**src/rtl/status_irq_pkg.sv**
```systemverilog
package status_irq_pkg;

    // Active level of the interrupt line while driven
    typedef enum logic {
        IRQ_ACT_LOW  = 1'b0,
        IRQ_ACT_HIGH = 1'b1
    } irq_level_e;

    // Pending state register
    typedef struct packed {
        logic pend;
    } pend_state_t;

    // Resolve the active level from mode and polarity select
    function automatic irq_level_e pick_level(input logic bus_mode, input logic pol_sel);
        if (bus_mode)
            return IRQ_ACT_LOW;
        return pol_sel ? IRQ_ACT_HIGH : IRQ_ACT_LOW;
    endfunction

endpackage

```
**src/rtl/stat_snap.sv**
```systemverilog
// Holds the previous status sample and flags any bit difference
module stat_snap #(
    parameter int STAT_W = 8
) (
    input  logic              clk,
    input  logic              rst_n,
    input  logic [STAT_W-1:0] stat_i,
    output logic              chg_o
);
    typedef struct packed {
        logic [STAT_W-1:0] snap;
        logic              armed;
    } snap_state_t;

    snap_state_t st_d, st_q;
    logic [STAT_W-1:0] diff;

    genvar gi;
    generate
        for (gi = 0; gi < STAT_W; gi++) begin : g_bit
            assign diff[gi] = stat_i[gi] ^ st_q.snap[gi];
        end
    endgenerate

    always_comb begin
        st_d       = st_q;
        st_d.snap  = stat_i;
        st_d.armed = 1'b1;
        chg_o      = st_q.armed && (|diff);
    end

    always_ff @(posedge clk or negedge rst_n) begin
        if (!rst_n) begin
            st_q <= '0;
        end else begin
            st_q <= st_d;
        end
    end
endmodule

```
**src/rtl/pend_latch.sv**
```systemverilog
// Pending flag: set by a change, cleared by a read, set wins on a tie
module pend_latch
    import status_irq_pkg::*;
(
    input  logic clk,
    input  logic rst_n,
    input  logic chg_i,
    input  logic clr_i,
    output logic pend_o
);
    pend_state_t st_d, st_q;

    always_comb begin
        st_d      = st_q;
        st_d.pend = chg_i | (st_q.pend & ~clr_i);
    end

    always_ff @(posedge clk or negedge rst_n) begin
        if (!rst_n) begin
            st_q <= '0;
        end else begin
            st_q <= st_d;
        end
    end

    assign pend_o = st_q.pend;
endmodule

```
**src/rtl/irq_drive.sv**
```systemverilog
// Open-drain style output: enable only while pending, level from mode/polarity
module irq_drive
    import status_irq_pkg::*;
(
    input  logic pend_i,
    input  logic pol_sel_i,
    input  logic bus_mode_i,
    output logic oe_o,
    output logic lvl_o
);
    irq_level_e lvl;

    always_comb begin
        lvl   = pick_level(bus_mode_i, pol_sel_i);
        lvl_o = (lvl == IRQ_ACT_HIGH);
        oe_o  = pend_i;
    end
endmodule

```
**src/rtl/status_irq_gen.sv**
```systemverilog
module status_irq_gen #(
    parameter int STAT_W = 8
) (
    input  logic              clk,
    input  logic              rst_n,
    input  logic [STAT_W-1:0] stat_i,
    input  logic              stat_rd_i,
    input  logic              pol_sel_i,
    input  logic              bus_mode_i,
    output logic              irq_oe_o,
    output logic              irq_lvl_o
);
    logic chg;
    logic pend;

    stat_snap #(.STAT_W(STAT_W)) snap_i (
        .clk    (clk),
        .rst_n  (rst_n),
        .stat_i (stat_i),
        .chg_o  (chg)
    );

    pend_latch pend_i (
        .clk    (clk),
        .rst_n  (rst_n),
        .chg_i  (chg),
        .clr_i  (stat_rd_i),
        .pend_o (pend)
    );

    irq_drive drv_i (
        .pend_i     (pend),
        .pol_sel_i  (pol_sel_i),
        .bus_mode_i (bus_mode_i),
        .oe_o       (irq_oe_o),
        .lvl_o      (irq_lvl_o)
    );
endmodule

```
**config.mk**
```make
export PLATFORM = sky130hd
export DESIGN_NAME = status_irq_gen
export DESIGN_NICKNAME = d
export VERILOG_FILES = /design/src/rtl/status_irq_pkg.sv /design/src/rtl/stat_snap.sv /design/src/rtl/pend_latch.sv /design/src/rtl/irq_drive.sv /design/src/rtl/status_irq_gen.sv
export SDC_FILE = /design/constraint.sdc
export NUM_CORES = 1
export LEC_CHECK = 0
export ABC_CLOCK_PERIOD_IN_PS = 1520
export BUFFER_PORTS_ARGS = -buffer_cell sky130_fd_sc_hd__buf_2
export CORE_AREA = 2 2 39 41
export CTS_CLUSTER_DIAMETER = 200
export CTS_CLUSTER_SIZE = 10
export DETAILED_ROUTE_END_ITERATION = 8
export DIE_AREA = 0 0 41 43
export PLACE_DENSITY = 0.55
export SYNTH_ARGS = -nofsm -noshare
export SYNTH_HDL_FRONTEND = slang
export SYNTH_HIERARCHICAL = 1
export SYNTH_SLANG_ARGS = --single-unit
```
**constraint.sdc**
```tcl
create_clock -name clk -period 1.52 [get_ports clk]
set_clock_uncertainty 0.15 [all_clocks]
set_input_delay 0.304 -clock clk [delete_from_list [all_inputs] [get_ports clk]]
set_output_delay 0.304 -clock clk [all_outputs]
set_load 0.02 [all_outputs]
```
==> results of run 1 <==
flip-flops by register name, summed over array words and instances, names as in the netlist:
register,cells
snap_i/st_q,9
pend_i/pend_o,1
metrics by stage:
| stage | instances | power (uW) | hold WS, ps | instance area, um^2 | util [%] |
|---|---|---|---|---|---|
| 5_1_grt | 59 | 548 | 2.63 | 492 | 35.5 |
| 3_3_place_gp | 55 | 346 | 22.5 | 459 | 33.2 |
| 2_1_floorplan | 26 | 318 | -142 | 377 | - |
| 3_5_place_dp | 55 | 346 | 18.9 | 459 | 33.2 |
| 4_1_cts | 59 | 519 | 18.3 | 492 | 35.5 |
| 6_report | 59 | 509 | 26.0 | 492 | 35.5 |
routing by layer:
| layer | share of wire, % | vias to the layer above | GRT usage [%] |
|---|---|---|---|
| li1 | - | 114 | - |
| met1 | 47 | 94 | 7.74 |
| met2 | 39 | 14 | 11.3 |
| met3 | 12 | 2 | 6.28 |
| met4 | 1.9 | 0 | 8.00 |
| met5 | 0 | - | 0 |
cells in the final DEF (no fill, tap or decap), drive strengths merged:
cell / instances
nor4: 2
conb: 1
xor2: 8
inv: 1
dlygate4sd3: 1
a21o: 1
a21boi: 1
nor2b: 1
dfrtp: 10
buf: 14
clkbuf: 3
power groups by stage:
stage	clock [uW]	sequential (uW)	combinational, uW
2_1_floorplan	0	290	27.4
3_3_place_gp	0	291	55.1
3_5_place_dp	0	291	55.2
4_1_cts	176	286	57.5
5_1_grt	198	287	63.5
6_report	167	286	55.6
logic make-up (layout without fill, tap and decap cells):
| logic type | Yosys count | in the layout | synth area share, % |
|---|---|---|---|
| DFF | 10 | 10 | 66.4 |
| xor gates and xnor gates | 8 | 8 | 18.6 |
| and+or+nand+nor | 3 | 3 | 6.98 |
| AOI/OAI and AO/OA | 2 | 2 | 3.99 |
| buffers and inverters | 2 | 19 | 2.99 |
| other | 1 | 1 | 0.996 |
area by class of cell:
type / count / area [um^2] / share of cell area, %
multi-input combinational: 14 / 115 / 23.4
sequential: 10 / 250 / 50.9
tap: 16 / 20.0 / 4.07
clock buffer: 3 / 22.5 / 4.58
timing repair buffer: 15 / 80.1 / 16.3
inverter: 1 / 3.75 / 0.763
worst max-delay path by stage:
stage / startpoint / endpoint / slack [ps]
after floorplan: snap_i/st_q[7] / pend_i/pend_o / 270
after global placement: stat_i[6] / pend_i/pend_o / 120
after detailed placement: stat_i[6] / pend_i/pend_o / 100
after CTS: snap_i/st_q[7] / pend_i/pend_o / 140
after global routing: snap_i/st_q[7] / pend_i/pend_o / 50
final: snap_i/st_q[7] / pend_i/pend_o / 150
==> flow_summary.ini, run 1 <==
[outcome]
run_status = completed

[clocking]
clock_tree.root_cell = sky130_fd_sc_hd__clkbuf_4
cts_setup_buffers = 0
cts_htree_levels = 1
clk_transition_reported_paths_ps = 60
cts-resized-gates = 0
cts-buffers-inserted = 3
clk-insertion-delay-late_ps = 260
max-clock-path-buffers = 2
clock-sinks = 10
holdBufCountCts = 1
cts_tree = yes

[hold_path]
min-delay-path-class = in2reg
hold-path-endpoint = snap_i/st_q[6]
worstHoldStart = stat_i[5]
worstHoldPathCells = 1

[logic_synthesis]
yosysTopAreaCell = sky130_fd_sc_hd__dfrtp_1
synth-edff-count = 0
syn-instance-count = 26
postSynth.asyncResetShare_pct = 100
ys.warnings.count = 6
synth_top_area_share_pct = 66.4
synthFlopType = sky130_fd_sc_hd__dfrtp_1
post_synth_most_frequent_cells = sky130_fd_sc_hd__dfrtp_1 (10), sky130_fd_sc_hd__xor2_1 (8), sky130_fd_sc_hd__nor4_1 (2)
mappedNetlistNets = 39
post_synth_num_cell_types = 9
ys_seq_elements = 10
syn-cell-area_um2 = 377
synth_most_common_cell = sky130_fd_sc_hd__dfrtp_1
synth.top_cells.by_area = sky130_fd_sc_hd__dfrtp_1 (66%), sky130_fd_sc_hd__xor2_1 (19%), sky130_fd_sc_hd__nor2b_4 (3.7%)
yosysSeqAreaShare_pct = 66.4
synth_area_per_cell_um2 = 14.5

[critical_path]
critical_path.n_buffers_inverters = 0
cp_top_family = flip-flops
reg2reg_to = pend_i/pend_o
reg2reg_from = snap_i/st_q[7]
timing.setup.critical_path_class = reg2reg
crit_path_max_fanout = 1
critical_path_required_ps = 1520
worst_r2r_path_depth = 4
critical_path_slowest_stage_cell = sky130_fd_sc_hd__dfrtp_1
startpoint_class_of_the_critical_path = flip-flop
timing.critical_path.cells = xor2_1 -> nor4_1 -> a21boi_1 -> a21o_1
timing.reg2reg.setup_slack_ps = 150
critPathMaxStageDelay_ps = 370
critPathCaptureType = flip-flop
worst-endpoint-arrival_ps = 1370
worst-path-stages = 4

[timing]
slew_violations = 0
timing.final.hold_violations = 0
post-route-period-util_pct = 90.2
post-route-worst-setup-slack_ps = 149
finalSetupTns_ps = 0
timing.final.setup_violations = 0
rsz_0062_raised_after_global_routing = no
layout_min_cycle_time_ps = 1370
fmax_mhz = 729

[pwr]
pwr-share-seq_pct = 56.2
power_leakage_uw = 0.000249
power_density_nw_per_um2 = 1030
power.ir.vdd_worst_uv = 585
switching_share_pct = 21.4
p_comb_share_pct = 10.9
power.net_switching_uw = 109
power_report.internal_total_uw = 400
clkPwrFrac_pct = 32.8

[floorplan]
die_outline_area_um2 = 1760
initial_core_utilization_pct = 27.2
coreArea_um2 = 1380
floorplan.die.height_um = 43
rows = 14
die_x_um = 41
design.portCount = 15

[placed_design]
dp_worst_setup_slack_ps = 99.0
numPortBuffers = 14
globalplace.congestion = 0.582

[global_routing]
initial_antenna_violation_count = 0
globalRouteOverflowTotal = 0
grt_use_total_pct = 8.45
pin_count_of_the_biggest_net_entering_global_routing = 11
grt_pass1_wl_um = 862
grt_pass1_vias = 219

[cells_and_area]
antenna_cells = 0
layout_overhead_on_the_synthesized_area_pct = 30.6
layout.nets = 58
fillCellCount = 137
post_route_cells_drive_above_1_share_pct = 41.9

[job]
drv_cap = 0

[detailed_routing]
viasPerCell = 3.80
num_vias = 224
drc = 0
detail_route.iter0.violations = 0
postRouteWirelength_um = 538
drt-pass1-iter-count = 1
postRouteAntennaNets = 0
routed_wire_per_std_cell_um = 9.12
No activity file was read; power rests on OpenSTA's default activity.
==> run 2: changes to the inputs <==
--- a/config.mk
+++ b/config.mk
@@ -5,7 +5,6 @@
 export SDC_FILE = /design/constraint.sdc
 export NUM_CORES = 1
 export LEC_CHECK = 0
-export ABC_CLOCK_PERIOD_IN_PS = 1520
 export BUFFER_PORTS_ARGS = -buffer_cell sky130_fd_sc_hd__buf_2
 export CORE_AREA = 2 2 39 41
 export CTS_CLUSTER_DIAMETER = 200
@@ -13,6 +12,7 @@
 export DETAILED_ROUTE_END_ITERATION = 8
 export DIE_AREA = 0 0 41 43
 export PLACE_DENSITY = 0.55
+export RECOVER_POWER = 100
 export SYNTH_ARGS = -nofsm -noshare
 export SYNTH_HDL_FRONTEND = slang
 export SYNTH_HIERARCHICAL = 1
==> run 2 against run 1 <==
Against the previous run: fmax about the same; clock power hardly changed; cell area is 2.8% lower; register-to-register slack about the same; first-iteration DRC count stayed put; combinational power fell by 7.6%; largest power group unchanged; non-clock buffer count unchanged; worst setup slack about the same.
==> flow_summary.ini, run 2 (synthesized netlist as in run 1, its figures left out) <==
[outcome]
run_status = completed

[floorplan]
floorplan.die.height_um = 43
initial_core_utilization_pct = 27.2
die_x_um = 41
coreArea_um2 = 1380
design.portCount = 15
rows = 14
die_outline_area_um2 = 1760

[cells_and_area]
largest_reg_flops = 9
most-common-layout-cells = sky130_fd_sc_hd__clkbuf_1 (11), sky130_fd_sc_hd__dfrtp_1 (10), sky130_fd_sc_hd__xor2_1 (8)
fillCellCount = 144
mostFrequentLayoutCell = sky130_fd_sc_hd__clkbuf_1
layout_overhead_on_the_synthesized_area_pct = 26.9
antenna_cells = 0
largest_register_by_flop_count = snap_i/st_q
post_route_cells_drive_above_1_share_pct = 16.3
utilization_of_the_core_after_routing_pct = 34.5
layout.nets = 58

[global_routing]
grt_pass1_wl_um = 862
initial_antenna_violation_count = 0
pin_count_of_the_biggest_net_entering_global_routing = 11
grt_pass1_vias = 219
globalRouteOverflowTotal = 0
grt_use_total_pct = 8.45

[detailed_routing]
drc = 0
postRouteAntennaNets = 0
postRouteWirelength_um = 536
drt-pass1-iter-count = 1
routed_wire_per_std_cell_um = 9.08
num_vias = 224
viasPerCell = 3.80
detail_route.iter0.violations = 0

[pwr]
power_leakage_uw = 0.000218
power_density_nw_per_um2 = 1060
power.ir.vdd_worst_uv = 586

[hold_path]
worstHoldPathCells = 1
min-delay-path-class = in2reg
hold-path-endpoint = snap_i/st_q[6]
worstHoldStart = stat_i[5]

[job]
drv_cap = 0

[timing]
post-route-period-util_pct = 90.2
timing.final.setup_violations = 0
rsz_0062_raised_after_global_routing = no
fmax_mhz = 729
finalSetupTns_ps = 0
slew_violations = 0
timing.final.hold_violations = 0
layout_min_cycle_time_ps = 1370

[clocking]
cts_htree_levels = 1
cts_tree = yes
max-clock-path-buffers = 2
clk-insertion-delay-late_ps = 260
cts-buffers-inserted = 3
clock-sinks = 10
clk_transition_reported_paths_ps = 60
cts_setup_buffers = 0
clock_tree.root_cell = sky130_fd_sc_hd__clkbuf_4

[placed_design]
globalplace.congestion = 0.582
numPortBuffers = 14

[critical_path]
critical_path_required_ps = 1520
timing.reg2reg.setup_slack_ps = 150
crit_path_max_fanout = 1
timing.setup.critical_path_class = reg2reg
reg2reg_from = snap_i/st_q[7]
worst_r2r_path_depth = 4
critPathCaptureType = flip-flop
worst-endpoint-arrival_ps = 1370
startpoint_class_of_the_critical_path = flip-flop
reg2reg_to = pend_i/pend_o
## run 2: timing repair
action	4_1_cts	5_1_grt
endpoints found under the hold margin	10	0
resized for setup	0	0
hold buffers	1	0
## run 2: where the power goes
| part | leakage (uW) | internal (uW) | total, uW | switching, uW |
|---|---|---|---|---|
| combinational | 0.0000885 | 24.4 | 51.4 | 27.0 |
| sequential | 0.000116 | 280 | 286 | 5.62 |
| clock | 0.0000138 | 90.7 | 167 | 76.7 |
| total | 0.000218 | 395 | 505 | 109 |
## run 2: critical path, cell delays in order, from the launching register on
cell	delay, ps
sky130_fd_sc_hd__dfrtp_1	370
sky130_fd_sc_hd__xor2_1	150
sky130_fd_sc_hd__nor4_1	330
sky130_fd_sc_hd__a21boi_1	110
sky130_fd_sc_hd__a21o_1	160
## run 2: worst max path at each step
| stage | from | endpoint | cells past startpoint |
|---|---|---|---|
| finish | snap_i/st_q[7] | pend_i/pend_o | 4 |
| global route | snap_i/st_q[7] | pend_i/pend_o | 4 |
| CTS | snap_i/st_q[7] | pend_i/pend_o | 4 |
| detailed placement | stat_i[6] | pend_i/pend_o | 5 |
| global placement | stat_i[6] | pend_i/pend_o | 5 |
| floorplan | snap_i/st_q[7] | pend_i/pend_o | 4 |
## run 2: through the flow
stage,setup WS (ps),cells,hold WS (ps),total power [uW],cell area [um^2]
after CTS,138,59,18.3,519,492
after detailed placement,99.0,55,18.9,346,459
final,148,59,34.5,505,478
after global routing,50.1,59,13.9,544,478
after floorplan,267,26,-142,318,377
after global placement,117,55,22.5,346,459
## run 2: final cells by class
type | count | area, um^2 | share of cell area, %
Clock buffer | 3 | 22.5 | 4.71
Inverter | 1 | 3.75 | 0.785
Tap cell | 16 | 20.0 | 4.19
Multi-Input combinational cell | 14 | 115 | 24.1
Timing Repair Buffer | 15 | 66.3 | 13.9
Sequential cell | 10 | 250 | 52.4
## run 2: layer usage
layer / vias to the layer above / share of wire [%] / global-route usage, %
met2: 14 / 39 / 11.3
met5: - / 0 / 0
met4: 0 / 1.9 / 8.00
met1: 93 / 46 / 7.74
li1: 115 / - / -
met3: 2 / 12 / 6.28
==> run 3: changes to the inputs <==
--- a/config.mk
+++ b/config.mk
@@ -11,6 +11,7 @@
 export CTS_CLUSTER_SIZE = 10
 export DETAILED_ROUTE_END_ITERATION = 8
 export DIE_AREA = 0 0 41 43
+export GPL_TIMING_DRIVEN = 0
 export PLACE_DENSITY = 0.55
 export RECOVER_POWER = 100
 export SYNTH_ARGS = -nofsm -noshare
==> run 3 against run 2 <==
Against the previous run: wire length down 0.93%; clock-buffer cell count is 1 higher; clock power grew 38%; combinational power is 5.1% higher; critical path depth fell by 2; critical path type is now reg2out; die area is the same; via count grew 4.5%; register-to-register slack better by 20 ps; non-clock buffer count is 1 higher; first-iteration DRC count is the same; worst setup slack about the same.
==> flow_summary.ini, run 3 (synthesized netlist as in run 1, its figures left out) <==
[cells_and_area]
stdcell_count = 61
most-common-layout-cells = sky130_fd_sc_hd__clkbuf_1 (11), sky130_fd_sc_hd__dfrtp_1 (10), sky130_fd_sc_hd__xor2_1 (8)
post_route_cells_drive_above_1_share_pct = 20.0
fillCellCount = 145
antenna_cells = 0
mostFrequentLayoutCell = sky130_fd_sc_hd__clkbuf_1
layout.nets = 59
layout_overhead_on_the_synthesized_area_pct = 32.6
largest_register_by_flop_count = snap_i/st_q
layout.cell_area.non_filler_um2 = 499
utilization_of_the_core_after_routing_pct = 36.1
largest_reg_flops = 9

[placed_design]
post-place-cells = 56
numPortBuffers = 14
dp_worst_setup_slack_ps = 122
placed_cell_area_um2 = 467
globalplace.congestion = 0.584

[hold_path]
min-delay-path-class = in2reg
worstHoldPathCells = 1

[timing]
fmax_mhz = 729
post-route-worst-setup-slack_ps = 149
headroom_to_the_max_slew_limit_pct = 65.8
slew_violations = 0
layout_min_cycle_time_ps = 1370
finalSetupTns_ps = 0
timing_worst_slew_pin_value_ps = 513
timing.final.hold_violations = 0
timing.final.setup_violations = 0
rsz_0062_raised_after_global_routing = no
post-route-period-util_pct = 90.2

[clocking]
clock_tree.root_cell = sky130_fd_sc_hd__clkbuf_4
cts_setup_buffers = 0
clock-sinks = 10
cts_htree_levels = 1
clk-insertion-delay-late_ps = 260
cts-buffers-inserted = 3
clk_transition_reported_paths_ps = 60
max-clock-path-buffers = 2
cts_tree = yes

[critical_path]
critPathMaxStageDelay_ps = 340
startpoint_class_of_the_critical_path = flip-flop
timing.critical_path.cells = buf_4 -> clkbuf_1
critical_path_slowest_stage_cell = sky130_fd_sc_hd__dfrtp_1
worst_r2r_path_depth = 4
critical_path_required_ps = 1070
timing.setup.critical_path_class = reg2out
critical_path.n_buffers_inverters = 2
critPathCaptureType = output port
cp_top_family = flip-flops
worst-endpoint-arrival_ps = 920
crit_path_max_fanout = 2
worst-path-stages = 2

[detailed_routing]
viasPerCell = 3.84
detail_route.iter0.violations = 0
num_vias = 234
routed_wire_per_std_cell_um = 8.70
drt-pass1-iter-count = 1
postRouteWirelength_um = 531
drc = 0
postRouteAntennaNets = 0

[floorplan]
initial_core_utilization_pct = 27.2
die_x_um = 41
design.portCount = 15
rows = 14
floorplan.die.height_um = 43
die_outline_area_um2 = 1760
coreArea_um2 = 1380

[pwr]
power.ir.vdd_worst_uv = 729
power_leakage_uw = 0.000229
power_density_nw_per_um2 = 1140

[global_routing]
pin_count_of_the_biggest_net_entering_global_routing = 11
initial_antenna_violation_count = 0
grt_pass1_wl_um = 855
grt_use_total_pct = 8.05
grt_pass1_vias = 239
globalRouteOverflowTotal = 0

[outcome]
run_status = completed

[job]
drv_cap = 0
## run 3: final timing paths
check / slack (ps) / end / from
setup reg to reg: 170 / pend_i/pend_o / snap_i/st_q[7]
hold / removal: 30 / snap_i/st_q[8] / stat_i[7]
setup / recovery: 150 / irq_oe_o / pend_i/pend_o
min in group asynchronous: 370 / snap_i/st_q[5] / rst_n
hold reg to reg: 330 / pend_i/pend_o / pend_i/pend_o
max in group asynchronous: 500 / snap_i/st_q[1] / rst_n
## run 3: per-stage QoR
stage	hold WS [ps]	power [uW]
2_1_floorplan	-142	318
3_3_place_gp	20.9	347
4_1_cts	13.6	586
3_5_place_dp	21.6	349
5_1_grt	15.5	600
6_report	29.0	569
## run 3: metal layers
metal	GRT usage, %	vias up	part of all wire [%]
li1	-	120	-
met1	8.11	98	47
met2	10.6	14	39
met3	6.28	2	13
met4	6.00	0	1.9
met5	0	-	0
## run 3: area by class of cell
cell class / instances / area (um^2) / share of cell area, %
repair buffers: 15 / 66.3 / 13.3
flip-flops and latches: 10 / 250 / 50.1
multi-input cells: 14 / 115 / 23.1
plain buffers: 1 / 7.51 / 1.50
well taps: 16 / 20.0 / 4.01
inverters: 1 / 3.75 / 0.752
clock buffers: 4 / 36.3 / 7.27
## run 3: worst reg2reg max path, stage by stage (launching register included)
cell and delay (ps):
sky130_fd_sc_hd__dfrtp_1 370, sky130_fd_sc_hd__xor2_1 150, sky130_fd_sc_hd__nor4_1 280, sky130_fd_sc_hd__a21boi_0 130, sky130_fd_sc_hd__a21o_1 160
## run 3: power breakdown
part | switching, uW | internal (uW)
Combinational | 27.6 | 26.4
Sequential | 5.51 | 280
Clock | 84.5 | 145
Total | 118 | 452
## run 3: timing repair
action	CTS	global route
hold buffers	1	0
endpoints found under the hold margin	10	0
resized for setup	0	0
